File: src/rtl/codec_ctl_pkg.sv
package codec_ctl_pkg;

    typedef enum logic {
        PWR_OFF = 1'b0,
        PWR_ON  = 1'b1
    } pwr_state_e;

    // divider select encoding driven to the codec clock generator
    localparam logic DIV_2048 = 1'b1;
    localparam logic DIV_15XX = 1'b0;

endpackage

File: src/rtl/pin_activity_det.sv
module pin_activity_det #(
    parameter int WIN      = 64,
    parameter int EDGE_MIN = 2
) (
    input  logic clk,
    input  logic rst_n,
    input  logic pin_i,
    output logic clocked_o,
    output logic level_o
);
    localparam int CW = (WIN > 1) ? $clog2(WIN) : 1;
    localparam int EW = $clog2(EDGE_MIN + 1);

    typedef struct packed {
        logic          pin;
        logic [CW-1:0] win;
        logic [EW-1:0] edges;
        logic          clocked;
    } det_t;

    det_t det_d, det_q;
    logic          toggle;
    logic [EW-1:0] edges_sat;

    always_comb begin
        det_d     = det_q;
        toggle    = pin_i ^ det_q.pin;
        edges_sat = (det_q.edges >= EW'(EDGE_MIN)) ? det_q.edges
                                                   : det_q.edges + EW'(toggle);
        det_d.pin = pin_i;
        if (det_q.win == CW'(WIN - 1)) begin
            det_d.win     = '0;
            det_d.edges   = '0;
            det_d.clocked = (edges_sat >= EW'(EDGE_MIN));
        end else begin
            det_d.win   = det_q.win + CW'(1);
            det_d.edges = edges_sat;
        end
    end

    always_ff @(posedge clk) begin
        if (!rst_n) begin
            det_q <= '0;
        end else begin
            det_q <= det_d;
        end
    end

    assign clocked_o = det_q.clocked;
    assign level_o   = det_q.pin;

endmodule

File: src/rtl/freq_sel_decode.sv
module freq_sel_decode
    import codec_ctl_pkg::*;
#(
    parameter bit LAW_A = 1'b1
) (
    input  logic clocked_i,
    input  logic level_i,
    output logic div_sel_o
);
    generate
        if (LAW_A) begin : g_alaw
            always_comb begin
                if (clocked_i)    div_sel_o = DIV_2048;
                else if (level_i) div_sel_o = DIV_2048;
                else              div_sel_o = DIV_15XX;
            end
        end else begin : g_mulaw
            always_comb begin
                if (clocked_i)    div_sel_o = DIV_15XX;
                else if (level_i) div_sel_o = DIV_15XX;
                else              div_sel_o = DIV_2048;
            end
        end
    endgenerate

endmodule

File: src/rtl/power_seq.sv
module power_seq
    import codec_ctl_pkg::*;
#(
    parameter int TIMEOUT  = 100000,
    parameter int GATE_CNT = 2
) (
    input  logic clk,
    input  logic rst_n,
    input  logic tx_rise_i,
    input  logic rx_rise_i,
    input  logic force_off_i,
    output logic pwr_on_o,
    output logic drive_en_o
);
    localparam int TW = (TIMEOUT > 1) ? $clog2(TIMEOUT) : 1;
    localparam int GW = $clog2(GATE_CNT + 1);

    typedef struct packed {
        pwr_state_e    state;
        logic [TW-1:0] idle;
        logic [GW-1:0] txcnt;
        logic          drive;
    } seq_t;

    seq_t seq_d, seq_q;
    logic rise_any;

    always_comb begin
        seq_d    = seq_q;
        rise_any = tx_rise_i | rx_rise_i;
        case (seq_q.state)
            PWR_OFF: begin
                seq_d.idle = '0;
                if (rise_any && !force_off_i) begin
                    seq_d.state = PWR_ON;
                    seq_d.txcnt = tx_rise_i ? GW'(1) : '0;
                end
            end
            default: begin
                if (force_off_i) begin
                    seq_d.state = PWR_OFF;
                    seq_d.idle  = '0;
                    seq_d.txcnt = '0;
                end else if (rise_any) begin
                    seq_d.idle = '0;
                    if (tx_rise_i && (seq_q.txcnt < GW'(GATE_CNT))) begin
                        seq_d.txcnt = seq_q.txcnt + GW'(1);
                    end
                end else if (seq_q.idle == TW'(TIMEOUT - 1)) begin
                    seq_d.state = PWR_OFF;
                    seq_d.idle  = '0;
                    seq_d.txcnt = '0;
                end else begin
                    seq_d.idle = seq_q.idle + TW'(1);
                end
            end
        endcase
        seq_d.drive = (seq_d.state == PWR_ON) && (seq_d.txcnt >= GW'(GATE_CNT));
    end

    always_ff @(posedge clk) begin
        if (!rst_n) begin
            seq_q <= '{state: PWR_OFF, idle: '0, txcnt: '0, drive: 1'b0};
        end else begin
            seq_q <= seq_d;
        end
    end

    assign pwr_on_o   = (seq_q.state == PWR_ON);
    assign drive_en_o = seq_q.drive;

endmodule

File: src/rtl/codec_pwr_clk_ctl.sv
module codec_pwr_clk_ctl
    import codec_ctl_pkg::*;
#(
    parameter int WIN_CYCLES    = 64,
    parameter int IDLE_TIMEOUT  = 100000,
    parameter int TX_GATE_SYNCS = 2,
    parameter bit LAW_A         = 1'b1
) (
    input  logic clk,
    input  logic rst_n,
    input  logic rx_mclk_or_pd,
    input  logic rx_bclk_or_sel,
    input  logic tx_sync,
    input  logic rx_sync,
    output logic pwr_on,
    output logic tx_drive_en,
    output logic rx_mclk_from_tx,
    output logic rx_bclk_from_tx,
    output logic mclk_div_sel
);
    typedef struct packed {
        logic tx_prev;
        logic rx_prev;
    } edge_t;

    edge_t edge_d, edge_q;
    logic  tx_rise, rx_rise;
    logic  mclk_clocked, mclk_level;
    logic  sel_clocked, sel_level;
    logic  mclk_force_off;

    always_comb begin
        edge_d         = edge_q;
        edge_d.tx_prev = tx_sync;
        edge_d.rx_prev = rx_sync;
        tx_rise        = tx_sync & ~edge_q.tx_prev;
        rx_rise        = rx_sync & ~edge_q.rx_prev;
    end

    always_ff @(posedge clk) begin
        if (!rst_n) begin
            edge_q <= '0;
        end else begin
            edge_q <= edge_d;
        end
    end

    pin_activity_det #(.WIN(WIN_CYCLES), .EDGE_MIN(2)) u_mclk_det (
        .clk       (clk),
        .rst_n     (rst_n),
        .pin_i     (rx_mclk_or_pd),
        .clocked_o (mclk_clocked),
        .level_o   (mclk_level)
    );

    pin_activity_det #(.WIN(WIN_CYCLES), .EDGE_MIN(2)) u_sel_det (
        .clk       (clk),
        .rst_n     (rst_n),
        .pin_i     (rx_bclk_or_sel),
        .clocked_o (sel_clocked),
        .level_o   (sel_level)
    );

    assign mclk_force_off = ~mclk_clocked & mclk_level;

    power_seq #(.TIMEOUT(IDLE_TIMEOUT), .GATE_CNT(TX_GATE_SYNCS)) u_seq (
        .clk         (clk),
        .rst_n       (rst_n),
        .tx_rise_i   (tx_rise),
        .rx_rise_i   (rx_rise),
        .force_off_i (mclk_force_off),
        .pwr_on_o    (pwr_on),
        .drive_en_o  (tx_drive_en)
    );

    freq_sel_decode #(.LAW_A(LAW_A)) u_div (
        .clocked_i (sel_clocked),
        .level_i   (sel_level),
        .div_sel_o (mclk_div_sel)
    );

    assign rx_mclk_from_tx = ~mclk_clocked;
    assign rx_bclk_from_tx = ~sel_clocked;

endmodule

File: config.mk
export PLATFORM = sky130hd
export DESIGN_NAME = codec_pwr_clk_ctl
export DESIGN_NICKNAME = d
export VERILOG_FILES = /design/src/rtl/codec_ctl_pkg.sv /design/src/rtl/pin_activity_det.sv /design/src/rtl/freq_sel_decode.sv /design/src/rtl/power_seq.sv /design/src/rtl/codec_pwr_clk_ctl.sv
export SDC_FILE = /design/constraint.sdc
export NUM_CORES = 1
export LEC_CHECK = 0
export BUFFER_PORTS_ARGS = -buffer_cell sky130_fd_sc_hd__buf_2
export CORE_MARGIN = 1.5
export CORE_UTILIZATION = 45
export DETAILED_ROUTE_END_ITERATION = 10
export PLACE_DENSITY_LB_ADDON = 0.12
export SYNTH_ARGS = -nofsm -noshare
export SYNTH_HDL_FRONTEND = slang
export SYNTH_SLANG_ARGS = --single-unit
File: constraint.sdc
create_clock -name clk -period 1.8 [get_ports clk]
set_clock_uncertainty 0.1 [all_clocks]
set_input_delay 0 -clock clk [delete_from_list [all_inputs] [get_ports clk]]
set_output_delay 0 -clock clk [all_outputs]
set_load 0.01 [all_outputs]
**Yosys cells after proc, flatten, opt, wreduce, memory -nomap -nowiden**

Index checks and enable logic that the tools add are counted.

- Bitwise operators: 12
- Multiplexer cells: 15
- Reduce and logical (&&, ||, !) cells: 7
- Eq/ne operators: 3
- $lt $le $gt $ge: 6
- Add/sub/neg operators: 6

Operators with widths:

| kind | number |
|---|---|
| two-way mux 20 bit | 2 |
| two-way mux 19 bit | 1 |
| adder 17 x 1 -> 17 bit (second input constant) | 1 |
| == test 17 bit (second input constant) | 1 |
| two-way mux 17 bit | 1 |
| adder 6 x 1 -> 6 bit (second input constant) | 2 |
| == test 6 bit (second input constant) | 2 |
| greater-or-equal comparator 2 bit (second input constant) | 5 |
| two-way mux 2 bit | 5 |
| two-way mux 1 bit | 6 |
| NOT 1 bit | 6 |
| OR reduction 5 bit | 1 |
| adder 2 x 1 -> 2 bit | 2 |
| OR reduction 2 bit | 2 |
| AND 1 bit | 3 |
| logical AND 1 bit | 3 |
| adder 2 x 1 -> 2 bit (second input constant) | 1 |
| < comparator 2 bit (second input constant) | 1 |
| bitwise XOR 1 bit | 2 |
| logical NOT 1 bit | 1 |
| OR 1 bit | 1 |

- Output and inout port bits: 5
- Flip-flop bits (word level): 43
- Logic and storage cells: 63
- Bits of input ports: 6

**Logic depth before layout (Yosys ltp)**

Gate-level depths: netlist (run 1).

- Word-level depth: 9
- Gate-level depth with buffers: 6
- Gate-level depth less buffers: 5

**By module**

A second synthesis (run 1) with hierarchy kept.

- Cells, all modules: 200
- Area, all modules: 1880.6 µm²

By module, submodules not included:

| module | area an instance (µm²) | sequential area each (µm²) | cells each | instances |
|---|---|---|---|---|
| power_seq | 1019.7 | 420.4 | 114 | 1 |
| pin_activity_det | 380.4 | 200.2 | 38 | 2 |
| codec_pwr_clk_ctl | 93.8 | 40.0 | 9 | 1 |
| freq_sel_decode | 6.3 | 0.0 | 1 | 1 |

**Worst setup path after synthesis (run 1)**

No wires, ideal clock.

- Path kind: reg-to-reg
- From: reg u_seq.seq_q[3] in the netlist's numbering
- To: reg u_seq.seq_q[19] in the netlist's numbering
- Period minus slack after synthesis: 1.538 ns
- Setup time: 0.115 ns
- Slack: 0.262 ns
- Data required time: 1.585 ns
- Cell stages (with the launch flop): 7
- Data arrival time: 1.324 ns
- Buffers on the path: 1
- Cells stage by stage: dfxtp_1 -> ha_1 -> and4_1 -> nand4_1 -> nand3_2 -> buf_6 -> nor2_1

- Longest elaborated chain between the ends: 2
- Elaborated cells between the ends (all ways): 3
- Those cells by class: add/sub: 1; eq/ne: 1; reduce/logical: 1

RTL lines:

| element | line | RTL |
|---|---|---|
| start, declared | power_seq.sv:25 | `seq_t seq_d, seq_q;` |
| start signal, assigned | power_seq.sv:63 | `seq_q <= '{state: PWR_OFF, idle: '0, txcnt: '0, drive: 1'b0};` |
| start signal, assigned | power_seq.sv:65 | `seq_q <= seq_d;` |
| parallel branches: the longest is 2 deep, another holds adder 17 x 1 -> 17 bit | - |  |

Several ways; the timed one is not identified.
A chain may end at the register's enable or synchronous reset.

**Worst setup path in the final report (run 1)**

- From: reg u_seq.seq_q[3] in the netlist's numbering
- To: reg u_seq.seq_q[1] in the netlist's numbering

- Longest elaborated chain between the ends: 5

RTL lines:

| element | line | RTL |
|---|---|---|
| == test 17 bit | power_seq.sv:49 | `end else if (seq_q.idle == TW'(TIMEOUT - 1)) begin` |
| two-way mux 2 bit | power_seq.sv:49 |  |
| two-way mux 19 bit | power_seq.sv:44 | `end else if (rise_any) begin` |
| two-way mux 20 bit | power_seq.sv:40 | `if (force_off_i) begin` |
| two-way mux 20 bit | power_seq.sv:31 | `case (seq_q.state)` |

Every way passes these cells.

==> results of run 1 <==
[layer usage]
metal	up-vias	routed length, um	track usage
met5	-	0	0
met4	0	34	0.07653
met3	4	86	0.05068
met2	16	1586	0.2871
met1	631	1545	0.1900
li1	714	-	-
[area by class of cell]
type,count,area share
clock buffer,6,0.03871
clock inverter,2,0.01642
multi-input combinational,146,0.4475
inverter,4,0.007038
tap,50,0.02933
sequential,43,0.4035
timing repair buffer,18,0.05748
[power breakdown]
part           internal, mW  leakage [nW]  switching, mW
logic                0.0587         0.392         0.0572
clock network         0.449        0.0612          0.316
registers             0.986         0.350         0.0272
total                  1.49         0.804          0.401
[cell families (layout without fill, tap and decap cells)]
| kind of cell | after synthesis | in the layout | synth area share |
|---|---|---|---|
| XOR/XNOR | 24 | 24 | 0.1137 |
| adder cells (fa/ha/maj) | 5 | 5 | 0.03385 |
| multiplexers | 3 | 3 | 0.01693 |
| flip-flops | 43 | 43 | 0.4658 |
| AND/OR/NAND/NOR | 104 | 104 | 0.3115 |
| buffers and inverters | 8 | 30 | 0.02166 |
| AO/OA/AOI/OAI | 10 | 10 | 0.03656 |
[critical path, stage by stage, from the launching register on]
cell      delay [ns]
dfxtp_1         0.38
ha_1            0.25
and4_1          0.24
nand4_1         0.19
nor2_1          0.25
o211ai_1        0.13
[registers in the layout, summed over array words and instances, names as in the netlist]
| name | flops |
|---|---|
| u_mclk_det.level_o | 1 |
| u_sel_det.level_o | 1 |
| u_sel_det.det_q | 8 |
| u_seq.seq_q | 19 |
| u_mclk_det.det_q | 8 |
| u_seq.drive_en_o | 1 |
| u_sel_det.clocked_o | 1 |
| u_mclk_det.clocked_o | 1 |
| u_seq.pwr_on_o | 1 |
| edge_q | 2 |
[path summary, 6_finish.rpt]
path / startpoint / endpoint / slack (ns) / cells past startpoint
setup / recovery: u_seq.seq_q[3]$_SDFF_PP0_ / u_seq.seq_q[1]$_SDFF_PN0_ / 0.14 / 5
hold / removal: rx_sync / edge_q[0]$_SDFF_PN0_ / 0.35 / 3
setup reg to reg: u_seq.seq_q[3]$_SDFF_PP0_ / u_seq.seq_q[1]$_SDFF_PN0_ / 0.14 / 5
hold reg to reg: u_sel_det.det_q[3]$_SDFF_PP0_ / u_sel_det.det_q[3]$_SDFF_PP0_ / 0.37 / 1
[timing repair]
item	in CTS	in global routing
resized for setup	0	1
endpoints found under the hold margin	7	0
hold buffers	5	0
setup endpoints to repair	0	6
[per-stage QoR]
stage | hold slack (ns) | setup slack (ns) | cells | util | total power, mW
after floorplan | 0.01355 | 0.2616 | 197 | - | 1.109
after global placement | 0.1142 | 0.2020 | 256 | 0.4931 | 1.131
after detailed placement | 0.1216 | 0.1295 | 256 | 0.4931 | 1.144
after CTS | 0.3451 | 0.1147 | 269 | 0.5353 | 1.914
after global routing | 0.3673 | 0.03771 | 269 | 0.5372 | 1.986
final | 0.3546 | 0.1393 | 269 | 0.5372 | 1.895
[Yosys cell counts, types with 2 or more instances]
library cell  instances  area share
and2_1                8       0.027
and3_1                5       0.017
and4_1                2      0.0095
dfxtp_1              43        0.47
ha_1                  5       0.034
inv_1                 4      0.0081
mux2i_1               2       0.011
nand2_1              10       0.020
nand2b_1              2      0.0068
nand3_1              12       0.032
nand3_2               2       0.011
nand4_1               6       0.020
nor2_1               35       0.071
nor2b_1               3       0.010
nor3_1                3      0.0081
nor4_1                3       0.010
o21ai_0               4       0.011
or2_2                 3       0.010
xnor2_1              12       0.057
xor2_1               12       0.057
==> impl_metrics.env, run 1 <==
export IMPL_critPathMaxFanout=4
export IMPL_synth_flop_cell="dfxtp_1"
export IMPL_viasPerCell=5.074
export IMPL_cap_violations=0
export IMPL_syn_area_um2=1848
export IMPL_setup_viol=0
export IMPL_grt_overflow_total=0
export IMPL_core_um2=3971
export IMPL_detail_route_antenna_nets=0
export IMPL_mostFrequentLayoutCells="dfxtp_1 (43), nor2_1 (35), xor2_1 (12), nand3_1 (12), xnor2_1 (12)"
export IMPL_fillers=374
export IMPL_cts_buffers_inserted=5
export IMPL_avgSynthCellArea_um2=9.381
export IMPL_netlist_instances=197
export IMPL_clk_pin_slew_ns=0.08
export IMPL_fin_crit_sh=0.9226
export IMPL_p_leak_nw=0.8035
export IMPL_syn_num_nets=208
export IMPL_cts_root_buffer="clkbuf_8"
export IMPL_cts_htree_levels=2
export IMPL_grt_setup_unrepaired="false"
export IMPL_cts_setup_buffers=0
export IMPL_path_class="flop to flop"
export IMPL_die_area_um2=4500
export IMPL_area_growth_synth_to_final_pct=15.44
export IMPL_multiInputGateArea_um2=954.7
export IMPL_hpwl_mm=2.389
export IMPL_hold_path_class="input pin to flop"
export IMPL_final_common_cell="dfxtp_1"
export IMPL_drc_errors=0
export IMPL_routabilityCongestion=0.7675
export IMPL_register_area_um2=860.8
export IMPL_first_pass_iters=4
export IMPL_status="completed"
export IMPL_cp_start_kind="flop"
export IMPL_post_route_min_period_ns=1.661
export IMPL_vdd_drop_max_mv=0.4941
export IMPL_wl_per_cell_um=12.09
export IMPL_worstPathRequired_ns=1.87
export IMPL_ys_ff_latch=43
export IMPL_rows=23
export IMPL_cp_arrival_ns=1.73
export IMPL_first_iter_violations=91
export IMPL_grt_pass1_vias=1312
export IMPL_slew_headroom=0.7451
export IMPL_worst_slew_pin_slew_ns=0.3816
export IMPL_fin_nets=229
export IMPL_cts_max_path_buffers=2
export IMPL_drive_gt1_frac=0.1507
export IMPL_grt_max_degree=19
export IMPL_fmax_mhz=602.2
export IMPL_die_w_um=67.09
export IMPL_drv_slew=0
export IMPL_grt_pass1_wl_mm=5.630
export IMPL_cts_tree="built"
export IMPL_clock_latency_ns=0.29
export IMPL_dpl_instance_area_um2=1958
export IMPL_synthArstFlopShare=0
export IMPL_num_io_pins=11
export IMPL_power_density_nw_per_um2=888.1
export IMPL_grt_usage=0.1680
export IMPL_num_vias=1365
export IMPL_diodes=0
export IMPL_die_h_um=67.09
export IMPL_antenna_found_initial=0
export IMPL_ys_seq_area_frac=0.4658
export IMPL_endpoint_kind="flop"
export IMPL_wl_mm=3.252
export IMPL_initial_core_util=0.4653
export IMPL_yosysWarningCount=0
export IMPL_finalHoldViolations=0
export IMPL_ys_types=41
export IMPL_portBuffers=10
export IMPL_cts_sinks=43
export IMPL_fin_area_um2=2133
export IMPL_setup_tns_ns=0
export IMPL_synth_edf_count=0
Note: power is estimated with default switching activity, not from simulation.
==> inputs of run 2 (changes only) <==
CELL_PAD_IN_SITES_DETAIL_PLACEMENT = 1   (was not set)
CELL_PAD_IN_SITES_GLOBAL_PLACEMENT = 1   (was not set)
==> run 2 against run 1 <==
Design area is 0.35% higher; critical endpoint unchanged; combinational power hardly changed; sequential power hardly changed; non-clock buffer count is 1 higher; register-to-register slack worse by 0.05 ns.
==> impl_metrics.env, run 2 (synthesis gave the netlist of run 1 again) <==
export IMPL_slew_headroom=0.7415
export IMPL_whs_path_depth=1
export IMPL_dpl_instance_area_um2=1966
export IMPL_top_layer_used="met4"
export IMPL_post_route_min_period_ns=1.709
export IMPL_mostFrequentLayoutCells="dfxtp_1 (43), nor2_1 (35), xor2_1 (12), nand3_1 (12), xnor2_1 (12)"
export IMPL_num_vias=1427
export IMPL_reg2reg_depth=5
export IMPL_antenna_found_initial=0
export IMPL_cts_root_buffer="clkbuf_8"
export IMPL_clk_pin_slew_ns=0.08
export IMPL_hold_end="u_seq.seq_q[3]$_SDFF_PP0_"
export IMPL_largest_reg_flops=19
export IMPL_hpwl_mm=2.647
export IMPL_dr_wl_met3_um=77
export IMPL_regMostFlops="u_seq.seq_q"
export IMPL_fin_nets=230
export IMPL_cts_sinks=43
export IMPL_grt_pass1_wl_mm=5.892
export IMPL_wl_per_cell_um=13.39
export IMPL_grt_pass1_vias=1396
export IMPL_power_density_nw_per_um2=883.1
export IMPL_final_common_cell="dfxtp_1"
export IMPL_grt_max_degree=19
export IMPL_detail_route_antenna_nets=0
export IMPL_wl_met1_mm=1.667
export IMPL_initial_core_util=0.4653
export IMPL_num_io_pins=11
export IMPL_hold_worst_slack_ns=0.3682
export IMPL_die_w_um=67.09
export IMPL_p_seq_frac=0.537
export IMPL_cts_buffers_inserted=5
export IMPL_critPathMaxFanout=4
export IMPL_portBuffers=10
export IMPL_grt_usage=0.1749
export IMPL_cts_max_path_buffers=2
export IMPL_total_power_mw=1.890
export IMPL_fin_area_um2=2141
export IMPL_p_sw_frac=0.2102
export IMPL_path_class="flop to flop"
export IMPL_cp_arrival_ns=1.78
export IMPL_vdd_drop_max_mv=0.6048
export IMPL_worstPathRequired_ns=1.87
export IMPL_p_sw_uw=397.3
export IMPL_drv_slew=0
export IMPL_grt_overflow_total=0
export IMPL_viasPerCell=5.285
export IMPL_endpoint_kind="flop"
export IMPL_worst_r2r_setup_slack_ns=0.09
export IMPL_core_um2=3971
export IMPL_area_growth_synth_to_final_pct=15.84
export IMPL_clkPwrFrac=0.402
export IMPL_cts_setup_buffers=0
export IMPL_setup_viol=0
export IMPL_wl_met2_mm=1.828
export IMPL_cap_violations=0
export IMPL_hold_start="u_seq.seq_q[3]$_SDFF_PP0_"
export IMPL_hold_path_class="flop to flop"
export IMPL_worst_slew_pin_slew_ns=0.3869
export IMPL_die_h_um=67.09
export IMPL_routabilityCongestion=0.8459
export IMPL_cts_tree="built"
export IMPL_power_frac_comb=0.061
export IMPL_drive_gt1_frac=0.1545
export IMPL_r2r_end="u_seq.seq_q[1]$_SDFF_PN0_"
export IMPL_first_iter_violations=64
export IMPL_rows=23
export IMPL_fin_crit_sh=0.9493
export IMPL_timing_rr_start="u_seq.seq_q[3]$_SDFF_PP0_"
export IMPL_top_regs="u_seq.seq_q (19), u_mclk_det.det_q (8), u_sel_det.det_q (8)"
export IMPL_p_leak_nw=0.8090
export IMPL_cp_start_kind="flop"
export IMPL_wl_mm=3.614
export IMPL_drc_errors=0
export IMPL_cts_htree_levels=2
export IMPL_clock_latency_ns=0.29
export IMPL_die_area_um2=4500
export IMPL_first_pass_iters=4
export IMPL_diodes=0
export IMPL_fmax_mhz=585.2
export IMPL_p_int_mw=1.493
export IMPL_status="completed"
export IMPL_finalHoldViolations=0
==> run 2: cell types whose count changed in the layout (fill, tap and decap cells not counted) <==
cell,before,now
buf_4,3,4
==> run 2: worst max-delay path by stage <==
stage	slack [ns]	start	endpoint
floorplan	0.26	u_seq.seq_q[3]$_SDFF_PP0_	u_seq.seq_q[19]$_SDFF_PP0_
global placement	0.20	u_seq.seq_q[3]$_SDFF_PP0_	u_seq.seq_q[18]$_SDFF_PP0_
global route	-0.02	u_seq.seq_q[3]$_SDFF_PP0_	u_seq.seq_q[1]$_SDFF_PN0_
CTS	0.11	u_seq.seq_q[3]$_SDFF_PP0_	u_seq.seq_q[18]$_SDFF_PP0_
detailed placement	0.12	u_seq.seq_q[3]$_SDFF_PP0_	u_seq.seq_q[6]$_SDFF_PP0_
finish	0.09	u_seq.seq_q[3]$_SDFF_PP0_	u_seq.seq_q[1]$_SDFF_PN0_
==> run 2: per-stage QoR <==
step	utilization	setup slack, ns	TNS [ns]	std cells
2_1_floorplan	-	0.2616	0	197
3_3_place_gp	0.4950	0.1995	0	257
3_5_place_dp	0.4950	0.1249	0	257
4_1_cts	0.5372	0.1118	0	270
5_1_grt	0.5391	-0.01739	-0.02887	270
6_report	0.5391	0.09128	0	270
==> run 2: power groups by stage <==
stage	Sequential, mW	Clock [mW]	Combinational (mW)
floorplan	1.03	0	0.0792
global placement	1.03	0	0.0992
detailed placement	1.04	0	0.109
CTS	1.01	0.784	0.117
global route	1.02	0.828	0.133
finish	1.01	0.760	0.116
==> run 2: cell type report <==
cell class	instances	area [um^2]
inverters	4	15.01
clock buffers	6	82.58
flip-flops and latches	43	860.8
clock inverters	2	35.03
fillers	463	1831
well taps	50	62.56
multi-input cells	146	954.7
repair buffers	19	130.1
==> run 2: repair_timing <==
action | 4_1_cts | 5_1_grt
hold endpoints to repair | 7 | 0
resized for setup | 0 | 1
hold buffers | 5 | 0
setup endpoints to repair | 0 | 7
==> run 2: critical path, stage by stage, from the launching register on <==
cell      delay (ns)
dfxtp_1         0.38
ha_1            0.23
and4_1          0.24
nand4_1         0.21
nor2_1          0.28
o211ai_1        0.14
==> run 2: metal layers <==
layer	track usage	up-vias
met5	0	-
met4	0.06888	0
met3	0.04054	5
met2	0.3007	17
met1	0.2086	690
li1	-	715
==> inputs of run 3 (changes only) <==
CORE_UTILIZATION = 40   (was 45)
PLACE_DENSITY = 0.79   (was not set)
PLACE_DENSITY_LB_ADDON = not set   (was 0.12)
==> run 3 against run 2 <==
Die area is 12% higher; power is 5.6% lower; fmax is 3.4% higher; worst hold slack worse by 0.014 ns; register-to-register slack better by 0.06 ns; sequential share of layout area is 0.26 points higher; clock power is 13% lower; critical path type unchanged; largest cell class unchanged; largest power group unchanged.
==> impl_metrics.env, run 3 (synthesis gave the netlist of run 1 again) <==
export IMPL_status="completed"
export IMPL_core_um2=4414
export IMPL_wl_per_cell_um=13.04
export IMPL_dpl_instance_area_um2=1961
export IMPL_num_io_pins=11
export IMPL_final_common_cell="dfxtp_1"
export IMPL_top_regs="u_seq.seq_q (19), u_mclk_det.det_q (8), u_sel_det.det_q (8)"
export IMPL_cts_setup_buffers=0
export IMPL_routabilityCongestion=0.7526
export IMPL_viasPerCell=5.185
export IMPL_antenna_found_initial=0
export IMPL_post_route_min_period_ns=1.653
export IMPL_grt_pass1_vias=1487
export IMPL_grtUsageMet2=0.2762
export IMPL_reg2reg_depth=5
export IMPL_final_core_util=0.4819
export IMPL_wl_mm=3.535
export IMPL_worstPathRequired_ns=1.88
export IMPL_grt_max_degree=19
export IMPL_slew_headroom=0.7461
export IMPL_drc_errors=0
export IMPL_cap_violations=0
export IMPL_r2r_end="u_seq.seq_q[9]$_SDFF_PP0_"
export IMPL_first_pass_iters=5
export IMPL_cp_arrival_ns=1.73
export IMPL_setup_ws_ns=0.1468
export IMPL_hpwl_mm=2.498
export IMPL_fmax_mhz=604.9
export IMPL_fin_crit_sh=0.9184
export IMPL_mostFrequentLayoutCells="dfxtp_1 (43), nor2_1 (34), xor2_1 (12), nand3_1 (12), xnor2_1 (12)"
export IMPL_finalHoldViolations=0
export IMPL_cts_root_buffer="clkbuf_8"
export IMPL_clk_pin_slew_ns=0.08
export IMPL_timing_rr_start="u_seq.seq_q[3]$_SDFF_PP0_"
export IMPL_area_growth_synth_to_final_pct=15.10
export IMPL_die_area_um2=5037
export IMPL_hold_end="u_mclk_det.det_q[3]$_SDFF_PP0_"
export IMPL_cts_sinks=43
export IMPL_critPathMaxFanout=17
export IMPL_endpoint_kind="flop"
export IMPL_total_power_mw=1.785
export IMPL_hold_start="u_mclk_det.det_q[3]$_SDFF_PP0_"
export IMPL_grt_usage=0.1592
export IMPL_drive_gt1_frac=0.1553
export IMPL_fin_area_um2=2127
export IMPL_grt_util_met1=0.1893
export IMPL_cts_max_path_buffers=2
export IMPL_grt_pass1_wl_mm=6.396
export IMPL_fin_nets=229
export IMPL_grt_overflow_total=0
export IMPL_setup_tns_ns=0
export IMPL_cts_buffers_inserted=5
export IMPL_vdd_drop_max_mv=0.4880
export IMPL_num_vias=1405
export IMPL_clock_latency_ns=0.29
export IMPL_setup_viol=0
export IMPL_p_leak_nw=0.7973
export IMPL_detail_route_antenna_nets=0
export IMPL_regMostFlops="u_seq.seq_q"
export IMPL_worst_slew_pin_slew_ns=0.3759
export IMPL_cts_htree_levels=2
export IMPL_power_density_nw_per_um2=839.2
export IMPL_first_iter_violations=35
export IMPL_rows=24
export IMPL_diodes=0
export IMPL_largest_reg_flops=19
export IMPL_hold_path_class="flop to flop"
export IMPL_initial_core_util=0.4187
export IMPL_place_ws_ns=0.1116
export IMPL_die_w_um=70.97
export IMPL_drv_slew=0
export IMPL_portBuffers=10
export IMPL_gr_max_usage_layer="met2"
export IMPL_worst_r2r_setup_slack_ns=0.15
export IMPL_whs_path_depth=1
export IMPL_cp_start_kind="flop"
export IMPL_cts_tree="built"
export IMPL_die_h_um=70.97
export IMPL_use_met3=0.03419
export IMPL_path_class="flop to flop"
run 3: cell count changes in the layout (fill, tap and decap cells not counted), sizes merged:
cell / previous run / this run
buf: 14 / 13
clkinv: 1 / 0
clkbuf: 6 / 8
bufinv: 1 / 0
run 3: through the flow:
step,std cells,hold WS (ns)
floorplan,197,0.01355
global placement,258,0.1133
detailed placement,258,0.1186
CTS,271,0.3565
global route,271,0.3803
finish,271,0.3545
run 3: worst max path at each step:
stage,start,end,cells after the start
floorplan,u_seq.seq_q[3]$_SDFF_PP0_,u_seq.seq_q[19]$_SDFF_PP0_,6
global placement,u_seq.seq_q[3]$_SDFF_PP0_,u_seq.seq_q[18]$_SDFF_PP0_,5
detailed placement,u_seq.seq_q[3]$_SDFF_PP0_,u_seq.seq_q[18]$_SDFF_PP0_,5
CTS,u_seq.seq_q[8]$_SDFF_PP0_,u_seq.seq_q[9]$_SDFF_PP0_,4
global route,u_seq.seq_q[3]$_SDFF_PP0_,u_seq.seq_q[9]$_SDFF_PP0_,5
finish,u_seq.seq_q[3]$_SDFF_PP0_,u_seq.seq_q[9]$_SDFF_PP0_,5
run 3: timing repair:
item                                   in CTS  in global routing
hold buffers                                5                  0
endpoints found under the hold margin       7                  0
setup endpoints to repair                   0                 17
gates resized for setup                     0                  3
run 3: power by group:
group          leakage, nW  switching (mW)  internal [mW]
Clock               0.0515           0.310          0.350
Combinational        0.396          0.0558         0.0579
Sequential           0.350          0.0250          0.987
Total                0.797           0.390           1.39
run 3: layout make-up:
type,instances,area (um^2)
fillers,499,2287
multi-input cells,146,963.4
well taps,52,65.06
clock buffers,8,100.1
flip-flops and latches,43,860.8
inverters,4,15.01
repair buffers,18,122.6
run 3: metal layers:
layer	vias up	wire (um)	share of wire
li1	720	-	-
met1	664	1614	0.46
met4	0	64	0.018
met3	7	80	0.023
met2	14	1775	0.50
met5	-	0	0
run 3: critical path, stage by stage (launching register included):
cell and delay, ns:
dfxtp_1 0.37, ha_1 0.24, and4_1 0.23, nand4_1 0.22, nand3_4 0.29, nor2_1 0.08
